==> src/rtl/cal_alarm_pkg.sv <==
`timescale 1ns/1ps
// Package: shared constants and helpers for the calendar alarm comparator.
// Assumes fields are indexed in mask-bit order: 0 sec .. 7 year.
package cal_alarm_pkg;

    localparam int NFIELD   = 8;
    localparam int ADR_MASK = 8;
    localparam int ADR_FLAG = 9;

    typedef int unsigned fw_arr_t [NFIELD];

    // Bit offset of field idx inside the packed field vector.
    function automatic int unsigned fld_off(fw_arr_t w, int idx);
        int unsigned acc = 0;
        for (int k = 0; k < idx; k++) acc += w[k];
        return acc;
    endfunction

    // Total packed width of all fields.
    function automatic int unsigned fld_total(fw_arr_t w);
        return fld_off(w, NFIELD);
    endfunction

endpackage

==> src/rtl/cal_alarm_regs.sv <==
`timescale 1ns/1ps
// Module: alarm value, mask and flag-clear register file.
// Assumes: DATA_W >= widest field and >= NFIELD; writes are single-cycle strobes.
module cal_alarm_regs
    import cal_alarm_pkg::*;
#(
    parameter fw_arr_t     FW     = '{6, 6, 5, 5, 3, 9, 4, 12},
    parameter int unsigned ADDR_W = 4,
    parameter int unsigned DATA_W = 16,
    localparam int unsigned TOT_W = fld_total(FW)
) (
    input  logic              clk,
    input  logic              rst_n,
    input  logic              we,
    input  logic [ADDR_W-1:0] addr,
    input  logic [DATA_W-1:0] wdata,
    input  logic              pend,
    output logic [TOT_W-1:0]  alm_all,
    output logic [NFIELD-1:0] mask,
    output logic              clr,
    output logic [DATA_W-1:0] rdata
);

    logic [DATA_W-1:0] alm_q [NFIELD];

    // Width mask of one field, computed from the field width.
    function automatic logic [DATA_W-1:0] wmask(int unsigned w);
        return DATA_W'((64'd1 << w) - 64'd1);
    endfunction

    // Alarm values and mask: reset to 0, loaded by address-decoded writes.
    always_ff @(posedge clk) begin
        if (!rst_n) begin
            for (int i = 0; i < NFIELD; i++) alm_q[i] <= '0;
            mask <= '0;
        end else if (we) begin
            for (int i = 0; i < NFIELD; i++)
                if (addr == ADDR_W'(i)) alm_q[i] <= wdata & wmask(FW[i]);
            if (addr == ADDR_W'(ADR_MASK)) mask <= wdata[NFIELD-1:0];
        end
    end

    // Pack stored alarm values into the shared field layout.
    for (genvar g = 0; g < NFIELD; g++) begin : g_pack
        assign alm_all[fld_off(FW, g) +: FW[g]] = alm_q[g][FW[g]-1:0];
    end

    // Write-one-to-clear strobe for the pending flag.
    assign clr = we && (addr == ADDR_W'(ADR_FLAG)) && wdata[0];

    // Combinational read mux.
    always_comb begin
        rdata = '0;
        for (int i = 0; i < NFIELD; i++)
            if (addr == ADDR_W'(i)) rdata = alm_q[i];
        if (addr == ADDR_W'(ADR_MASK)) rdata = DATA_W'(mask);
        if (addr == ADDR_W'(ADR_FLAG)) rdata = DATA_W'(pend);
    end

endmodule

==> src/rtl/cal_alarm_match.sv <==
`timescale 1ns/1ps
// Module: per-field equality with masking, reduced to one match level.
// Assumes counter and alarm vectors share the package field layout.
module cal_alarm_match
    import cal_alarm_pkg::*;
#(
    parameter fw_arr_t FW = '{6, 6, 5, 5, 3, 9, 4, 12},
    localparam int unsigned TOT_W = fld_total(FW)
) (
    input  logic [TOT_W-1:0]  cnt_all,
    input  logic [TOT_W-1:0]  alm_all,
    input  logic [NFIELD-1:0] mask,
    output logic              hit
);

    logic [NFIELD-1:0] eq;

    // One comparator per field.
    for (genvar g = 0; g < NFIELD; g++) begin : g_cmp
        localparam int unsigned OFF = fld_off(FW, g);
        assign eq[g] = cnt_all[OFF +: FW[g]] == alm_all[OFF +: FW[g]];
    end

    // Combined match: all unmasked fields equal, alarm off when fully masked.
    assign hit = (mask != '1) && (&(eq | mask));

endmodule

==> src/rtl/cal_alarm_edge.sv <==
`timescale 1ns/1ps
// Module: rising-edge detector on the match level plus the pending flag.
// Assumes: previous-match register resets to 1 so a match at reset is silent.
module cal_alarm_edge (
    input  logic clk,
    input  logic rst_n,
    input  logic hit,
    input  logic clr,
    output logic pend
);

    logic prev_q;
    logic rise;

    assign rise = hit && !prev_q;

    // Track last match level for edge detection.
    always_ff @(posedge clk) begin
        if (!rst_n) prev_q <= 1'b1;
        else        prev_q <= hit;
    end

    // Pending flag: set wins over a simultaneous clear.
    always_ff @(posedge clk) begin
        if (!rst_n)     pend <= 1'b0;
        else if (rise)  pend <= 1'b1;
        else if (clr)   pend <= 1'b0;
    end

    p_set_on_rise_r3: assert property (@(posedge clk) disable iff (!rst_n)
        $rose(pend) |-> $past(hit) && !$past(prev_q));

    p_hold_without_clear_r4: assert property (@(posedge clk) disable iff (!rst_n)
        pend && !clr |=> pend);

    p_clear_works_r4: assert property (@(posedge clk) disable iff (!rst_n)
        pend && clr && !(hit && !prev_q) |=> !pend);

    p_set_beats_clear_r7: assert property (@(posedge clk) disable iff (!rst_n)
        hit && !prev_q && clr |=> pend);

endmodule

==> src/rtl/cal_alarm_cmp.sv <==
`timescale 1ns/1ps
// Module: top of the masked calendar alarm comparator.
// Assumes counters come from an external timekeeper in the same clock domain.
module cal_alarm_cmp
    import cal_alarm_pkg::*;
#(
    parameter int unsigned SEC_W  = 6,
    parameter int unsigned MIN_W  = 6,
    parameter int unsigned HOUR_W = 5,
    parameter int unsigned DOM_W  = 5,
    parameter int unsigned DOW_W  = 3,
    parameter int unsigned DOY_W  = 9,
    parameter int unsigned MON_W  = 4,
    parameter int unsigned YEAR_W = 12,
    parameter int unsigned ADDR_W = 4,
    parameter int unsigned DATA_W = 16
) (
    input  logic              clk,
    input  logic              rst_n,
    input  logic [SEC_W-1:0]  cnt_sec,
    input  logic [MIN_W-1:0]  cnt_min,
    input  logic [HOUR_W-1:0] cnt_hour,
    input  logic [DOM_W-1:0]  cnt_dom,
    input  logic [DOW_W-1:0]  cnt_dow,
    input  logic [DOY_W-1:0]  cnt_doy,
    input  logic [MON_W-1:0]  cnt_mon,
    input  logic [YEAR_W-1:0] cnt_year,
    input  logic              reg_we,
    input  logic [ADDR_W-1:0] reg_addr,
    input  logic [DATA_W-1:0] reg_wdata,
    output logic [DATA_W-1:0] reg_rdata,
    output logic              alarm_irq
);

    localparam fw_arr_t FW = '{SEC_W, MIN_W, HOUR_W, DOM_W,
                               DOW_W, DOY_W, MON_W, YEAR_W};
    localparam int unsigned TOT_W = fld_total(FW);

    logic [TOT_W-1:0]  cnt_all;
    logic [TOT_W-1:0]  alm_all;
    logic [NFIELD-1:0] mask;
    logic              clr;
    logic              hit;
    logic              pend;

    assign cnt_all = {cnt_year, cnt_mon, cnt_doy, cnt_dow,
                      cnt_dom, cnt_hour, cnt_min, cnt_sec};

    cal_alarm_regs #(.FW(FW), .ADDR_W(ADDR_W), .DATA_W(DATA_W)) u_regs (
        .clk(clk), .rst_n(rst_n), .we(reg_we), .addr(reg_addr),
        .wdata(reg_wdata), .pend(pend), .alm_all(alm_all), .mask(mask),
        .clr(clr), .rdata(reg_rdata)
    );

    cal_alarm_match #(.FW(FW)) u_match (
        .cnt_all(cnt_all), .alm_all(alm_all), .mask(mask), .hit(hit)
    );

    cal_alarm_edge u_edge (
        .clk(clk), .rst_n(rst_n), .hit(hit), .clr(clr), .pend(pend)
    );

    assign alarm_irq = pend;

    p_full_mask_silent_r5: assert property (@(posedge clk) disable iff (!rst_n)
        $rose(alarm_irq) |-> $past(mask) != '1);

    p_quiet_after_reset_r6: assert property (@(posedge clk) disable iff (!rst_n)
        $past(!rst_n) |-> !alarm_irq);

endmodule

==> config.mk <==
export PLATFORM = sky130hd
export DESIGN_NAME = cal_alarm_cmp
export DESIGN_NICKNAME = d
export VERILOG_FILES = /design/src/rtl/cal_alarm_pkg.sv /design/src/rtl/cal_alarm_regs.sv /design/src/rtl/cal_alarm_match.sv /design/src/rtl/cal_alarm_edge.sv /design/src/rtl/cal_alarm_cmp.sv
export SDC_FILE = /design/constraint.sdc
export NUM_CORES = 1
export LEC_CHECK = 0
export ABC_AREA = 1
export BUFFER_PORTS_ARGS = -buffer_cell sky130_fd_sc_hd__buf_2
export CAP_MARGIN = 20
export CORE_MARGIN = 4
export CORE_UTILIZATION = 45
export DETAILED_ROUTE_END_ITERATION = 16
export PLACE_DENSITY_LB_ADDON = 0.3
export SLEW_MARGIN = 30
export SYNTH_ARGS = -nofsm -noshare
export SYNTH_HDL_FRONTEND = slang
export SYNTH_HIERARCHICAL = 1
export SYNTH_SLANG_ARGS = --single-unit
==> constraint.sdc <==
create_clock -name clk -period 2.3 [get_ports clk]
set_input_delay 0.23 -clock clk [delete_from_list [all_inputs] [get_ports clk]]
set_output_delay 0.23 -clock clk [all_outputs]
set_load 0.05 [all_outputs]
# Word-level counts from Yosys, hierarchy flattened
# Memories as Yosys holds them, arrays and structs flattened.
# Cells that the tools add are included.
dict set report totals {
  regBits 10
  latchBits 0
  ramBits 96
  mem_bits_ro 0
  inputBits 73
  out_inout_bits 17
  wordCells 93
  n_memories 1
}
dict set report op_classes {
  n_addsub 0
  n_mul 0
  div_mod_pow 0
  n_lt_le_gt_ge 0
  n_eq_ne 18
  n_shift 0
  mux 53
  bitwise 9
  n_reduce_logical 9
}
# memory words width rd rd_clocked_by_memory_dff wr line_no
set memory_table {}
lappend memory_table {u_regs.alm_q 8 12 8 0 8 cal_alarm_regs.sv:24} ;# logic [DATA_W-1:0] alm_q [NFIELD];
# cell count
set ops {}
lappend ops {{16-bit two-way mux} 10}
lappend ops {{12-bit two-way mux} 8}
lappend ops {{1-bit two-way mux} 35}
lappend ops {{4-bit by 3-bit equality test with 1-bit output (second input constant)} 4}
lappend ops {{12-bit equality test} 1}
lappend ops {{6-bit equality test} 2}
lappend ops {{5-bit equality test} 2}
lappend ops {{9-bit equality test} 1}
lappend ops {{4-bit by 2-bit equality test with 1-bit output (second input constant)} 2}
lappend ops {{4-bit equality test (second input constant)} 2}
lappend ops {{8-bit inequality test (second input constant)} 1}
lappend ops {{1-bit bitwise OR} 8}
lappend ops {{8-bit bitwise OR} 1}
lappend ops {{8-bit AND reduction} 1}
lappend ops {{4-bit by 1-bit equality test with 1-bit output (second input constant)} 1}
lappend ops {{4-bit equality test} 1}
lappend ops {{1-bit logical AND} 4}
lappend ops {{4-bit zero test} 1}
lappend ops {{3-bit equality test} 1}
lappend ops {{2-bit AND reduction} 1}
lappend ops {{2-bit nonzero test} 1}
lappend ops {{1-bit zero test} 1}

# Longest topological paths before layout
dict set report depth {
  depth_word 11
  ltp_mapped 12
  depth_no_buf 12
}

# Hierarchy
# Netlist, hierarchy kept.
# mod n_inst cells_each area_per_inst_um2
set modules_own_cells {}
lappend modules_own_cells {cal_alarm_regs 1 297 2819.0}
lappend modules_own_cells {cal_alarm_match 1 209 917.1}
lappend modules_own_cells {cal_alarm_edge 1 9 70.1}

# Least setup slack after synthesis
# OpenSTA, ideal clock, no wires.
dict set report synth_path {
  path_type {input port to flip-flop}
  from {in reg_we}
  to {mem u_regs/alm_q[1][20] (netlist name) (enable)}
  setup_time_ns 0.398
  arrival_ns 1.425
  required_ns 1.902
  path_slack_ns 0.477
  path_stages 3
  path_buffers 1
  cell_sequence {buf_2 > inv_1 > o21ai_0}
}
# element line_no
set synth_lines {}
lappend synth_lines {{from (decl)} cal_alarm_cmp.sv:28} ;# input logic reg_we,
lappend synth_lines {{to (decl)} cal_alarm_regs.sv:24}

# Final worst setup path
dict set report layout_path {
  from {in reg_addr[2]}
  to {out reg_rdata[0]}
}
dict set report layout_between {
  elab_chain_cells 11
  elab_cells_between_ends 20
  cone_classes {eq/ne (9); mux (10); reduce/logical (1)}
}
# element line_no
set layout_lines {}
lappend layout_lines {{from (decl)} cal_alarm_cmp.sv:29} ;# input logic [ADDR_W-1:0] reg_addr,
lappend layout_lines {{4-bit zero test} cal_alarm_regs.sv:55} ;# if (addr == ADDR_W'(i)) rdata = alm_q[i];
lappend layout_lines {{16-bit two-way mux (8 in series)} cal_alarm_regs.sv:55}
lappend layout_lines {{16-bit two-way mux} cal_alarm_regs.sv:56} ;# if (addr == ADDR_W'(ADR_MASK)) rdata = DATA_W'(mask);
lappend layout_lines {{16-bit two-way mux *} cal_alarm_regs.sv:57} ;# if (addr == ADDR_W'(ADR_FLAG)) rdata = DATA_W'(pend);
lappend layout_lines {{to (decl)} cal_alarm_cmp.sv:31} ;# output logic [DATA_W-1:0] reg_rdata,
# Mark *: on every way between the ends. The rest lies on a longest branch, timed or not.

==> results.cfg <==
[synth]
synth_top_area_share_pct = 39.45
synthArstFlopShare_pct = 0
synthAdderAreaFrac_pct = 0
synth_warnings = 6
synth_edf_count = 50
synthCells = 515
synth_area_sq_mm = 0.003806
ys_dominant_reg_cell = edfxtp_1
ys_types = 34
synth_compound_area_share_pct = 5.128
synth-simple-area-share_pct = 33.00
synthMuxAreaShare_pct = 0
syn_area_per_cell_sq_um = 7.391
synth_xor_area_share_pct = 5.062
synth_top_family_by_area = simple AND/OR/NAND/NOR gates
ys_seq_area_share_pct = 44.71
synth-seq-cells = 60
post_synth_main_area_contributors = edfxtp_1 39%, nand2_1 16%, inv_1 9.3%, nor2_1 7.2%, dfxtp_1 5.3%
synth_top_area_cell = edfxtp_1

[drt]
first_iter_violations = 274
wl_met1_um = 4130
wl_met3_um = 671
topRoutingLayerUsed = met4
wl_met2_um = 4863
drc = 0
postRouteAntennaNets = 0
wire_per_inst_um = 13.78
vias_per_cell = 4.844
drt_first_pass_iters = 5
wl_um = 9812
via_count = 3449

[global_route]
grt-ovfl-total = 0
grt_pass1_wl_um = 15320
grt_max_degree = 23
grt_pass1_vias = 3280
grtUsageTotal_pct = 19.76
antenna_found_initial = 0

[pwr]
seq_power_share_pct = 48.6
vdd_drop_max_uv = 304.0
p_leak_nw = 2.260
power.density_mw_per_mm2 = 595.2
p_clk_share_pct = 34.8
p_comb_share_pct = 16.6
switchingPower_mw = 0.7299
internal_power_mw = 1.950
p_sw_share_pct = 27.23

[critical_path]
reg2reg_depth = 10
crit_fanout = 11
startpoint_type = input port
critical_path_class = input port to output port
cp_data_arrival_time_ns = 1.67
critPathCaptureType = output port
worstReg2RegEnd = u_edge/pend
cp.required_ns = 2.07
reg2reg_slack_ns = 0.82
regToRegStartpoint = u_regs/alm_q[0][7]

[finish]
fin_cells = 712
final_util_pct = 54.80
final_common_cell = nand2_1
final_area_sq_mm = 0.004503
antenna_cells = 0
syn2layout_area_growth_pct = 18.31
final_cell_mix = 158 x nand2_1, 94 x inv_1, 81 x buf_2
drive_gt1_share_pct = 21.09
nets = 676

[sta]
maxSlewViolCount = 0
min_period_ns = 1.902
setup_violations = 0
worst-slew-pin-transition_ns = 0.5966
rsz0062_at_grt = false
setup_slack_ns = 0.3978
final.period_utilization_pct = 82.71
clock-skew-final_ns = 0.004962
fin_setup_tns_ns = 0
slew_headroom_pct = 59.80
final_hold_viol_count = 0
max_freq_ghz = 0.5257

[clock_tree]
clk_transition_reported_paths_ns = 0.07
cts-root-buf = clkbuf_8
clock_latency_ns = 0.33
h-tree-depth = 3
cts.sinks = 60
cts_setup_buffers = 0
clockBufferDepth = 2
numCtsBuffers = 9
postCtsHoldBufs = 0
postCtsResizedCells = 0
cts_tree = done

[status]
status = complete, no violations

[placement]
gp_congestion = 0.9316
numPortBuffers = 81
dp_hpwl_um = 7682
placed_cells = 697
place_area_sq_mm = 0.004310
pre_cts_slack_ns = 0.4095

[floorplanning]
ios = 90
die_h_um = 99.97
coreArea_sq_mm = 0.008217
row_count = 33
floorplan.die_area_sq_mm = 0.009993
initial_core_util_pct = 46.32
die_x_um = 99.97

[flow_run]
drv_cap = 0

[hold_path]
min_path_type = input port to flip-flop
min_from = reg_wdata[9]
whs_endpoint = u_regs/alm_q[1][29]
hold_depth = 3
[how the worst max path moves through the flow]
stage | endpoint | from | cells after the start
finish | reg_rdata[0] | reg_addr[2] | 10
global route | reg_rdata[0] | reg_addr[2] | 10
CTS | reg_rdata[0] | reg_addr[2] | 10
detailed placement | reg_rdata[0] | reg_addr[2] | 10
global placement | reg_rdata[0] | reg_addr[2] | 10
floorplan | u_regs/alm_q[1][20] | reg_we | 3
[worst max-delay path, cell delays in order]
cell,delay [ns]
buf_2,0.15
inv_2,0.06
nor2_4,0.14
inv_2,0.08
nor2_4,0.18
inv_2,0.17
nor2_1,0.23
nor2_1,0.08
nand4_1,0.07
buf_2,0.26
[per-stage QoR]
stage,total power [mW],hold WS (ns)
floorplan,1.607,0.3534
global placement,1.755,0.4583
detailed placement,1.768,0.4718
CTS,2.687,0.1456
global route,2.781,0.1655
finish,2.680,0.1558
[metal layers]
metal,up-vias,GRT usage [%]
met4,0,6.197
met1,1560,25.99
met3,16,3.197
met5,-,0
li1,1752,-
met2,121,33.40
[Yosys cell counts (3+ instances only)]
master	n
nand2_1	158
inv_1	94
nor2_1	73
edfxtp_1	50
nand3_1	24
xnor2_1	17
o21ai_0	11
dfxtp_1	10
a21oi_1	9
nor3_2	9
nand4_1	6
inv_2	5
nor2_4	5
xor2_1	5
buf_4	4
o211ai_1	4
clkbuf_1	3
nor2_2	3
o21ai_1	3
or2_0	3
[cell families (layout without fill, tap and decap cells)]
logic type      after synthesis  after routing
buf+inv                     112            201
compound gates               33             33
xor+xnor                     22             22
other cells                   1              4
flops                        60             60
simple gates                287            287
[power by group through the flow]
stage          Clock (mW)  Sequential, mW  Combinational (mW)
6_report            0.932            1.30               0.446
5_1_grt             0.979            1.31               0.490
4_1_cts             0.938            1.30               0.446
3_5_place_dp            0            1.33               0.443
3_3_place_gp            0            1.32               0.432
2_1_floorplan           0            1.30               0.302
[state kept, by name, indices dropped and copies added (netlist names)]
| signal | count |
|---|---|
| u_edge/pend | 1 |
| u_edge/prev_q | 1 |
| u_regs/alm_q | 50 |
| u_regs/mask | 8 |
[cell type report]
cell class	instances	area, sq um
fill	798	3714
sequential	60	1702
multi-input combinational	346	1659
timing repair buffer	85	435.4
inverter	101	382.9
clock buffer	12	155.1
tap	105	131.4
clock inverter	3	37.54
(Power assumes the default switching activity.)
